## src/rtl/sup_pkg.sv

```systemverilog
package sup_pkg;

    // Causes that can hold the system in reset.
    typedef struct packed {
        logic lowv;
        logic man;
        logic wdog;
    } cause_t;

    // Monitor input selection.
    localparam int KICK_PIN = 0;
    localparam int KICK_BUS = 1;

    // Width of a counter that must hold values 0..n.
    function automatic int cnt_width(input int n);
        return (n < 2) ? 1 : $clog2(n + 1);
    endfunction

    function automatic logic cause_any(input cause_t c);
        return c.lowv | c.man | c.wdog;
    endfunction

endpackage

```

## src/rtl/sup_sync.sv

```systemverilog
module sup_sync #(
    parameter int   STAGES  = 2,
    parameter logic RST_VAL = 1'b0
) (
    input  logic clk,
    input  logic rst,
    input  logic din,
    output logic dout
);
    logic [STAGES-1:0] chain_q;

    always_ff @(posedge clk) begin
        if (rst) chain_q <= {STAGES{RST_VAL}};
        else     chain_q <= {chain_q[STAGES-2:0], din};
    end

    assign dout = chain_q[STAGES-1];
endmodule

```

## src/rtl/sup_filter.sv

```systemverilog
module sup_filter #(
    parameter int   LEN  = 4,
    parameter logic INIT = 1'b0
) (
    input  logic clk,
    input  logic rst,
    input  logic din,
    output logic state
);
    localparam int CW = sup_pkg::cnt_width(LEN);
    localparam logic [CW-1:0] LAST = CW'(LEN - 1);

    logic [CW-1:0] cnt_q;
    logic          state_q;

    always_ff @(posedge clk) begin
        if (rst) begin
            state_q <= INIT;
            cnt_q   <= '0;
        end else if (din == state_q) begin
            cnt_q   <= '0;
        end else if (cnt_q == LAST) begin
            state_q <= din;
            cnt_q   <= '0;
        end else begin
            cnt_q   <= cnt_q + 1'b1;
        end
    end

    assign state = state_q;

    // the filtered level only moves toward the level seen at its input
    a_r3_filter_follows_input: assert property (@(posedge clk) disable iff (rst)
        (state_q != $past(state_q)) |-> ($past(din) == state_q));

    // the run counter never passes the rejection length
    a_r4_count_bound: assert property (@(posedge clk) disable iff (rst)
        cnt_q <= LAST);
endmodule

```

## src/rtl/sup_watchdog.sv

```systemverilog
module sup_watchdog #(
    parameter int CYC = 1000
) (
    input  logic clk,
    input  logic rst,
    input  logic hold,
    input  logic mon,
    output logic bite
);
    localparam int CW = sup_pkg::cnt_width(CYC);
    localparam logic [CW-1:0] LAST = CW'(CYC - 1);

    logic [CW-1:0] cnt_q;
    logic          mon_prev_q;
    logic          kick;

    assign kick = mon ^ mon_prev_q;

    always_ff @(posedge clk) begin
        if (rst) begin
            cnt_q      <= '0;
            mon_prev_q <= 1'b0;
        end else begin
            mon_prev_q <= mon;
            if (hold || kick)      cnt_q <= '0;
            else if (cnt_q != LAST) cnt_q <= cnt_q + 1'b1;
        end
    end

    assign bite = !hold && !kick && (cnt_q == LAST);

    // the count is cleared whenever reset is being held
    a_r10_clear_in_reset: assert property (@(posedge clk) disable iff (rst)
        hold |=> (cnt_q == '0));

    // an edge on the monitor restarts the period
    a_r8_kick_restarts: assert property (@(posedge clk) disable iff (rst)
        (kick && !hold) |=> (cnt_q == '0));
endmodule

```

## src/rtl/sup_reset_ctrl.sv

```systemverilog
module sup_reset_ctrl
    import sup_pkg::*;
#(
    parameter int LOWV_FILT_CYC = 8,
    parameter int MAN_FILT_CYC  = 16,
    parameter int HOLD_CYC      = 1000,
    parameter int WDOG_CYC      = 5000,
    parameter int SYNC_STAGES   = 2,
    parameter int KICK_SEL      = KICK_PIN
) (
    input  logic clk,
    input  logic rst,
    input  logic supply_low,
    input  logic man_rst_n,
    input  logic wd_kick,
    input  logic bus_sda,
    output logic rst_out,
    output logic rst_out_n
);
    localparam int HW = cnt_width(HOLD_CYC);
    localparam logic [HW-1:0] HOLD_LOAD = HW'(HOLD_CYC);

    logic   lowv_s, man_n_s, mon_s, mon_raw;
    cause_t cause;
    logic   cause_on;
    logic [HW-1:0] hold_q;

    assign mon_raw = (KICK_SEL == KICK_BUS) ? bus_sda : wd_kick;

    sup_sync #(.STAGES(SYNC_STAGES), .RST_VAL(1'b0)) u_sync_lowv (
        .clk(clk), .rst(rst), .din(supply_low), .dout(lowv_s));
    sup_sync #(.STAGES(SYNC_STAGES), .RST_VAL(1'b1)) u_sync_man (
        .clk(clk), .rst(rst), .din(man_rst_n), .dout(man_n_s));
    sup_sync #(.STAGES(SYNC_STAGES), .RST_VAL(1'b0)) u_sync_mon (
        .clk(clk), .rst(rst), .din(mon_raw), .dout(mon_s));

    sup_filter #(.LEN(LOWV_FILT_CYC), .INIT(1'b0)) u_filt_lowv (
        .clk(clk), .rst(rst), .din(lowv_s), .state(cause.lowv));
    sup_filter #(.LEN(MAN_FILT_CYC), .INIT(1'b0)) u_filt_man (
        .clk(clk), .rst(rst), .din(~man_n_s), .state(cause.man));

    sup_watchdog #(.CYC(WDOG_CYC)) u_wdog (
        .clk(clk), .rst(rst), .hold(rst_out), .mon(mon_s), .bite(cause.wdog));

    assign cause_on = cause_any(cause);

    always_ff @(posedge clk) begin
        if (rst || cause_on) hold_q <= HOLD_LOAD;
        else if (hold_q != '0) hold_q <= hold_q - 1'b1;
    end

    assign rst_out   = (hold_q != '0);
    assign rst_out_n = ~rst_out;

    // any valid cause shows at the output on the next cycle
    a_r5_cause_asserts: assert property (@(posedge clk) disable iff (rst)
        cause_on |=> rst_out);

    // release never follows a cycle in which a cause was present
    a_r6_release_quiet: assert property (@(posedge clk) disable iff (rst)
        $fell(rst_out) |-> !$past(cause_on));
endmodule

```

## config.mk

```make
export PLATFORM = sky130hd
export DESIGN_NAME = sup_reset_ctrl
export DESIGN_NICKNAME = d
export VERILOG_FILES = /design/src/rtl/sup_pkg.sv /design/src/rtl/sup_sync.sv /design/src/rtl/sup_filter.sv /design/src/rtl/sup_watchdog.sv /design/src/rtl/sup_reset_ctrl.sv
export SDC_FILE = /design/constraint.sdc
export NUM_CORES = 1
export LEC_CHECK = 0
export ABC_AREA = 0
export BUFFER_PORTS_ARGS = -buffer_cell sky130_fd_sc_hd__buf_2
export CAP_MARGIN = 20
export CORE_MARGIN = 2
export CORE_UTILIZATION = 45
export DETAILED_ROUTE_END_ITERATION = 8
export PLACE_DENSITY = 0.75
export SLEW_MARGIN = 15
export SYNTH_ARGS = -nofsm -noshare
export SYNTH_HDL_FRONTEND = slang
export SYNTH_SLANG_ARGS = --single-unit
```

## constraint.sdc

```tcl
create_clock -name clk -period 1.5 [get_ports clk]
set_input_delay 0.075 -clock clk [delete_from_list [all_inputs] [get_ports clk]]
set_output_delay 0.075 -clock clk [all_outputs]
set_load 0.02 [all_outputs]
```

After elaboration in Yosys (flattened, before gate mapping)
Cells that the tools add are included.

storage, ports and cells
  bits in registers = 41
  latch bits = 0
  RAM bits = 0
  memory bits (read-only) = 0
  input bits = 6
  output and inout bits = 2
  logic and storage cells = 39
  memories = 0

operators by class
  add/subtract/negate cells = 4
  $mul = 0
  div/mod/pow operators = 0
  order comparisons = 0
  equality and inequality tests = 6
  shift-type cells = 0
  mux-type cells = 0
  bitwise operators = 7
  reductions and logical operators = 12

operator list
  operator                                                              count
  13-bit by 1-bit adder with 13-bit output, second input constant       1
  13-bit == test, second input constant                                 1
  13-bit inequality test, second input constant                         1
  10-bit nonzero test                                                   1
  10-bit by 1-bit subtractor with 10-bit output, second input constant  1
  3-bit OR reduction                                                    2
  5-bit by 1-bit adder with 5-bit output, second input constant         1
  5-bit by 4-bit == test with 1-bit output, second input constant       1
  4-bit by 1-bit adder with 4-bit output, second input constant         1
  4-bit by 3-bit == test with 1-bit output, second input constant       1
  1-bit NOT                                                             4
  2-bit AND reduction                                                   2
  1-bit == test                                                         2
  1-bit logical AND                                                     2
  1-bit logical NOT                                                     2
  1-bit logical OR                                                      2
  1-bit bitwise OR                                                      2
  2-bit OR reduction                                                    1
  1-bit bitwise XOR                                                     1

Depth between registers and ports, before layout
  word-level depth = 6
  mapped depth = 7
  depth with buffers taken out = 6

By module
Synthesis repeated with hierarchy kept, for this count alone.

unflattened totals
  cells, all modules = 188
  area, all modules = 1806.7 um2

by module, submodules not included
  module                     instances  cells each  area each (um2)  seq. area each (um2)
  sup_watchdog               1          77          699.4            280.3
  sup_reset_ctrl             1          57          518.0            200.2
  sup_filter at u_filt_man   1          23          234.0            120.1
  sup_filter at u_filt_lowv  1          19          197.7            100.1
  sup_sync                   3          4           52.6             40.0

Least setup slack after synthesis
Ideal clock, no wire load.

  path type = register to register
  from = register hold_q[0]
  to = register hold_q[7]
  library setup time = 0.120 ns
  data arrival time = 1.501 ns
  data required time = 1.380 ns
  setup slack = -0.121 ns
  cell stages (with the launch flop) = 7
  path buffers = 0
  clock period less this slack = 1.621 ns
  path through = dfxtp_1 > inv_1 > ha_1 > or3b_2 > nor2_1 > a211oi_1 > a211o_1

between the ends
  word-level cells in the longest chain between the ends = 6
  elaborated cells between the ends (all ways) = 7
  classes of those cells = 1 x add/sub; 1 x bitwise; 5 x reduce/logical

ends and longest elaborated chain
  element                                                                                                RTL line              RTL
  start, declared                                                                                        sup_reset_ctrl.sv:26  logic [HW-1:0] hold_q;
  start signal, assigned                                                                                 sup_reset_ctrl.sv:49  else if (hold_q != '0) hold_q <= hold_q - 1'b1;
  parallel branches: the longest is 6 deep, another holds 10-bit by 1-bit subtractor with 10-bit output  -

Several ways; the timed one is not identified.
A chain may end at the register's enable or synchronous reset.

Final worst setup path
  from = register hold_q[4]
  to = output rst_out_n

between the ends
  word-level cells in the longest chain between the ends = 2

ends and longest elaborated chain
  element              RTL line              RTL
  10-bit nonzero test  sup_reset_ctrl.sv:52  assign rst_out = (hold_q != '0);
  1-bit NOT            sup_reset_ctrl.sv:53  assign rst_out_n = ~rst_out;
  end, declared        sup_reset_ctrl.sv:18  output logic rst_out_n

Every way passes these cells.

==> results.cfg <==
[synthesis]
synth_area_leaders = dfxtp_1 (47%), xnor2_1 (8.0%), nor2_1 (5.6%), ha_1 (3.6%), nand3_1 (2.6%)
yosysTopAreaCell = dfxtp_1
synth.cell_area_um2 = 1750
post-synth-top-area-fraction_pct = 46.9
synthCells = 181
syn_nets = 192
avgSynthCellArea_um2 = 9.68
ys_seq_elements = 41
async_flop_share_pct = 0
ys_seq_area_share_pct = 46.9
synth-warning-count = 0
synth_edf_count = 0
synth_cell_types = 38
synth_ff_type = dfxtp_1

[placed_design]
hpwl_um = 2090
gp_congestion = 0.807
io_buffers = 6
dp.cells = 259
dp_worst_setup_slack_ns = -0.0699
place_area_um2 = 2070

[global_routing]
grt_pass1_wl_um = 5580
antenna_found_initial = 0
grt_pass1_vias = 1356
grt_overflow = 0
grt_usage_pct = 17.0
grt_max_degree = 15

[min_path]
hold_path.class = input pin to flop
hold_start = rst

[setup_path]
cpMaxStageDelayCell = dfxtp_1
cp_max_fo = 3
startpoint_type = flop
reg2reg_depth = 6
r2r_start = hold_q[4]
cp_cell_sequence = nor4_4 -> buf_4 -> nand3_4 -> buf_6 -> inv_2 -> buf_6
cp.required_ns = 1.42
max_stage_delay_ns = 0.34
reg2reg_slack_ns = -0.07
reg2reg_to = hold_q[3]
critical_path_class = flop to output port
crit_start = hold_q[4]
path_common_cell = buf_6
worstPathArrival_ns = 1.51
cp-end-kind = output port
crit_path_end = rst_out_n

[finish]
multi_input_area_um2 = 1000
final_area_um2 = 2320
fill_cells = 300
layout-drive-gt1-share_pct = 37.7
syn_to_final_growth_pct = 32.6
seq_area_um2 = 826
final_cell_mix = dfxtp_1 (37), buf_4 (28), nor2_1 (21), xnor2_1 (15), nor2_2 (10)
nets = 238
fin_util_pct = 63.0
fin_cells = 276
antennaDiodeCount = 0
mostFrequentLayoutCell = dfxtp_1

[floorplanning]
start_util_pct = 47.5
std_cell_rows = 22
die_height_um = 66.4
die_w_um = 66.4
dieArea_um2 = 4410
core_region_area_um2 = 3690
ioPinCount = 8

[clock_tree]
tritoncts = built
clk_pin_slew_ns = 0.08
numCtsBuffers = 5
cts.sinks = 41
cts_root_buf = clkbuf_8
ctsLongestPathBuffers = 2
cts_max_level = 2
worstSkewPairLatency_ns = 0.30

[sta]
drv_slew = 0
whs_ns = 0.145
setup_viol = 19
finalHoldViolCount = 0
layout_min_cycle_time_ns = 1.59
clock.fmax_mhz = 630
tightest_slew_ns = 0.358
timing.final.ws_setup_ns = -0.0869
clock_skew_ns = 0.00853
tns_ns = -0.436
period_share_pct = 106
relSlewSlack_pct = 76.0
rsz0062_at_grt = true

[route]
via_per_inst = 5.10
first_pass_iters = 4
drc = 0
vias = 1408
wl_um = 3430
drtIter0Drc = 39
wl_per_cell_um = 12.4
antenna_left = 0

[pwr]
power.leakage_nw = 0.816
peakVddDrop_mv = 0.914
powerDensity_nw_per_um2 = 891
power_mw = 2.07

[flow_run]
cap_violations = 0

[outcome]
violations = setup timing
status = finished with violations
[synth_stat cells (2+ instances only)]
cell type	instances
a211o_1	5
a211oi_1	3
a21oi_1	3
a31oi_1	2
dfxtp_1	41
ha_1	5
inv_1	8
mux2i_1	3
nand2_1	9
nand2b_1	3
nand3_1	9
nor2_1	26
nor2_2	6
nor2b_1	5
nor3_1	7
nor3b_1	2
nor4_1	3
or2_2	2
or3_1	2
xnor2_1	16
xor2_1	4
[power breakdown]
| group | total [mW] | switching, mW | internal, mW | leakage [nW] |
|---|---|---|---|---|
| clock | 0.725 | 0.399 | 0.326 | 0.0364 |
| sequential | 1.15 | 0.0325 | 1.12 | 0.333 |
| combinational | 0.194 | 0.0842 | 0.110 | 0.447 |
[how the worst min path moves through the flow]
stage / end / cells after the start / slack, ns
floorplan: u_sync_man.chain_q[0] / 1 / 0.18
global placement: u_sync_man.chain_q[0] / 2 / 0.26
detailed placement: u_sync_man.chain_q[0] / 2 / 0.26
CTS: u_sync_lowv.chain_q[1] / 3 / 0.15
global route: u_sync_lowv.chain_q[1] / 3 / 0.16
finish: u_sync_lowv.chain_q[1] / 3 / 0.14
[state kept, by name (all words and copies together), names as in the netlist]
name	flops
u_wdog.cnt_q	13
hold_q	10
u_filt_man.cnt_q	5
u_filt_lowv.cnt_q	4
u_sync_lowv.chain_q	2
u_sync_man.chain_q	2
u_sync_mon.chain_q	2
u_filt_lowv.state	1
u_filt_man.state	1
u_wdog.mon_prev_q	1
[cell families (layout without fill, tap and decap cells)]
family	count (synthesis)	after routing	synth area share (%)
multiplexers	3	3	1.71
XOR/XNOR	20	20	10.0
buffers and inverters	10	56	2.57
AND/OR/NAND/NOR	87	88	28.2
flip-flops	41	41	46.9
AO/OA/AOI/OAI	15	15	7.07
adder cells (fa/ha/maj)	5	5	3.57
[routing by layer]
metal	wire length [µm]	global-route usage, %
met5	0	0
met4	96	9.18
met3	105	4.43
met2	1740	30.5
met1	1480	17.9
[critical path: cells and delay by family (launching register included)]
family                 cells  cell delay [ns]
DFF                        1             0.34
buffers and inverters      4             0.45
and+or+nand+nor            2             0.42
[area by class of cell]
class                      instances  area share, %
clock buffer                       5           2.96
clock inverter                     3          0.969
inverter                           8           1.29
multi-input combinational        131           43.0
sequential                        41           35.5
tap                               48           2.58
timing repair buffer              40           13.6
[what timing repair did]
action,CTS,global route
pin swaps,4,8
gates cloned,1,0
hold endpoints to repair,3,0
gates resized for setup,10,13
endpoints found under the setup margin,19,30
hold buffers,3,0
buffers inserted,4,1
Note: power is estimated with default switching activity, not from simulation.
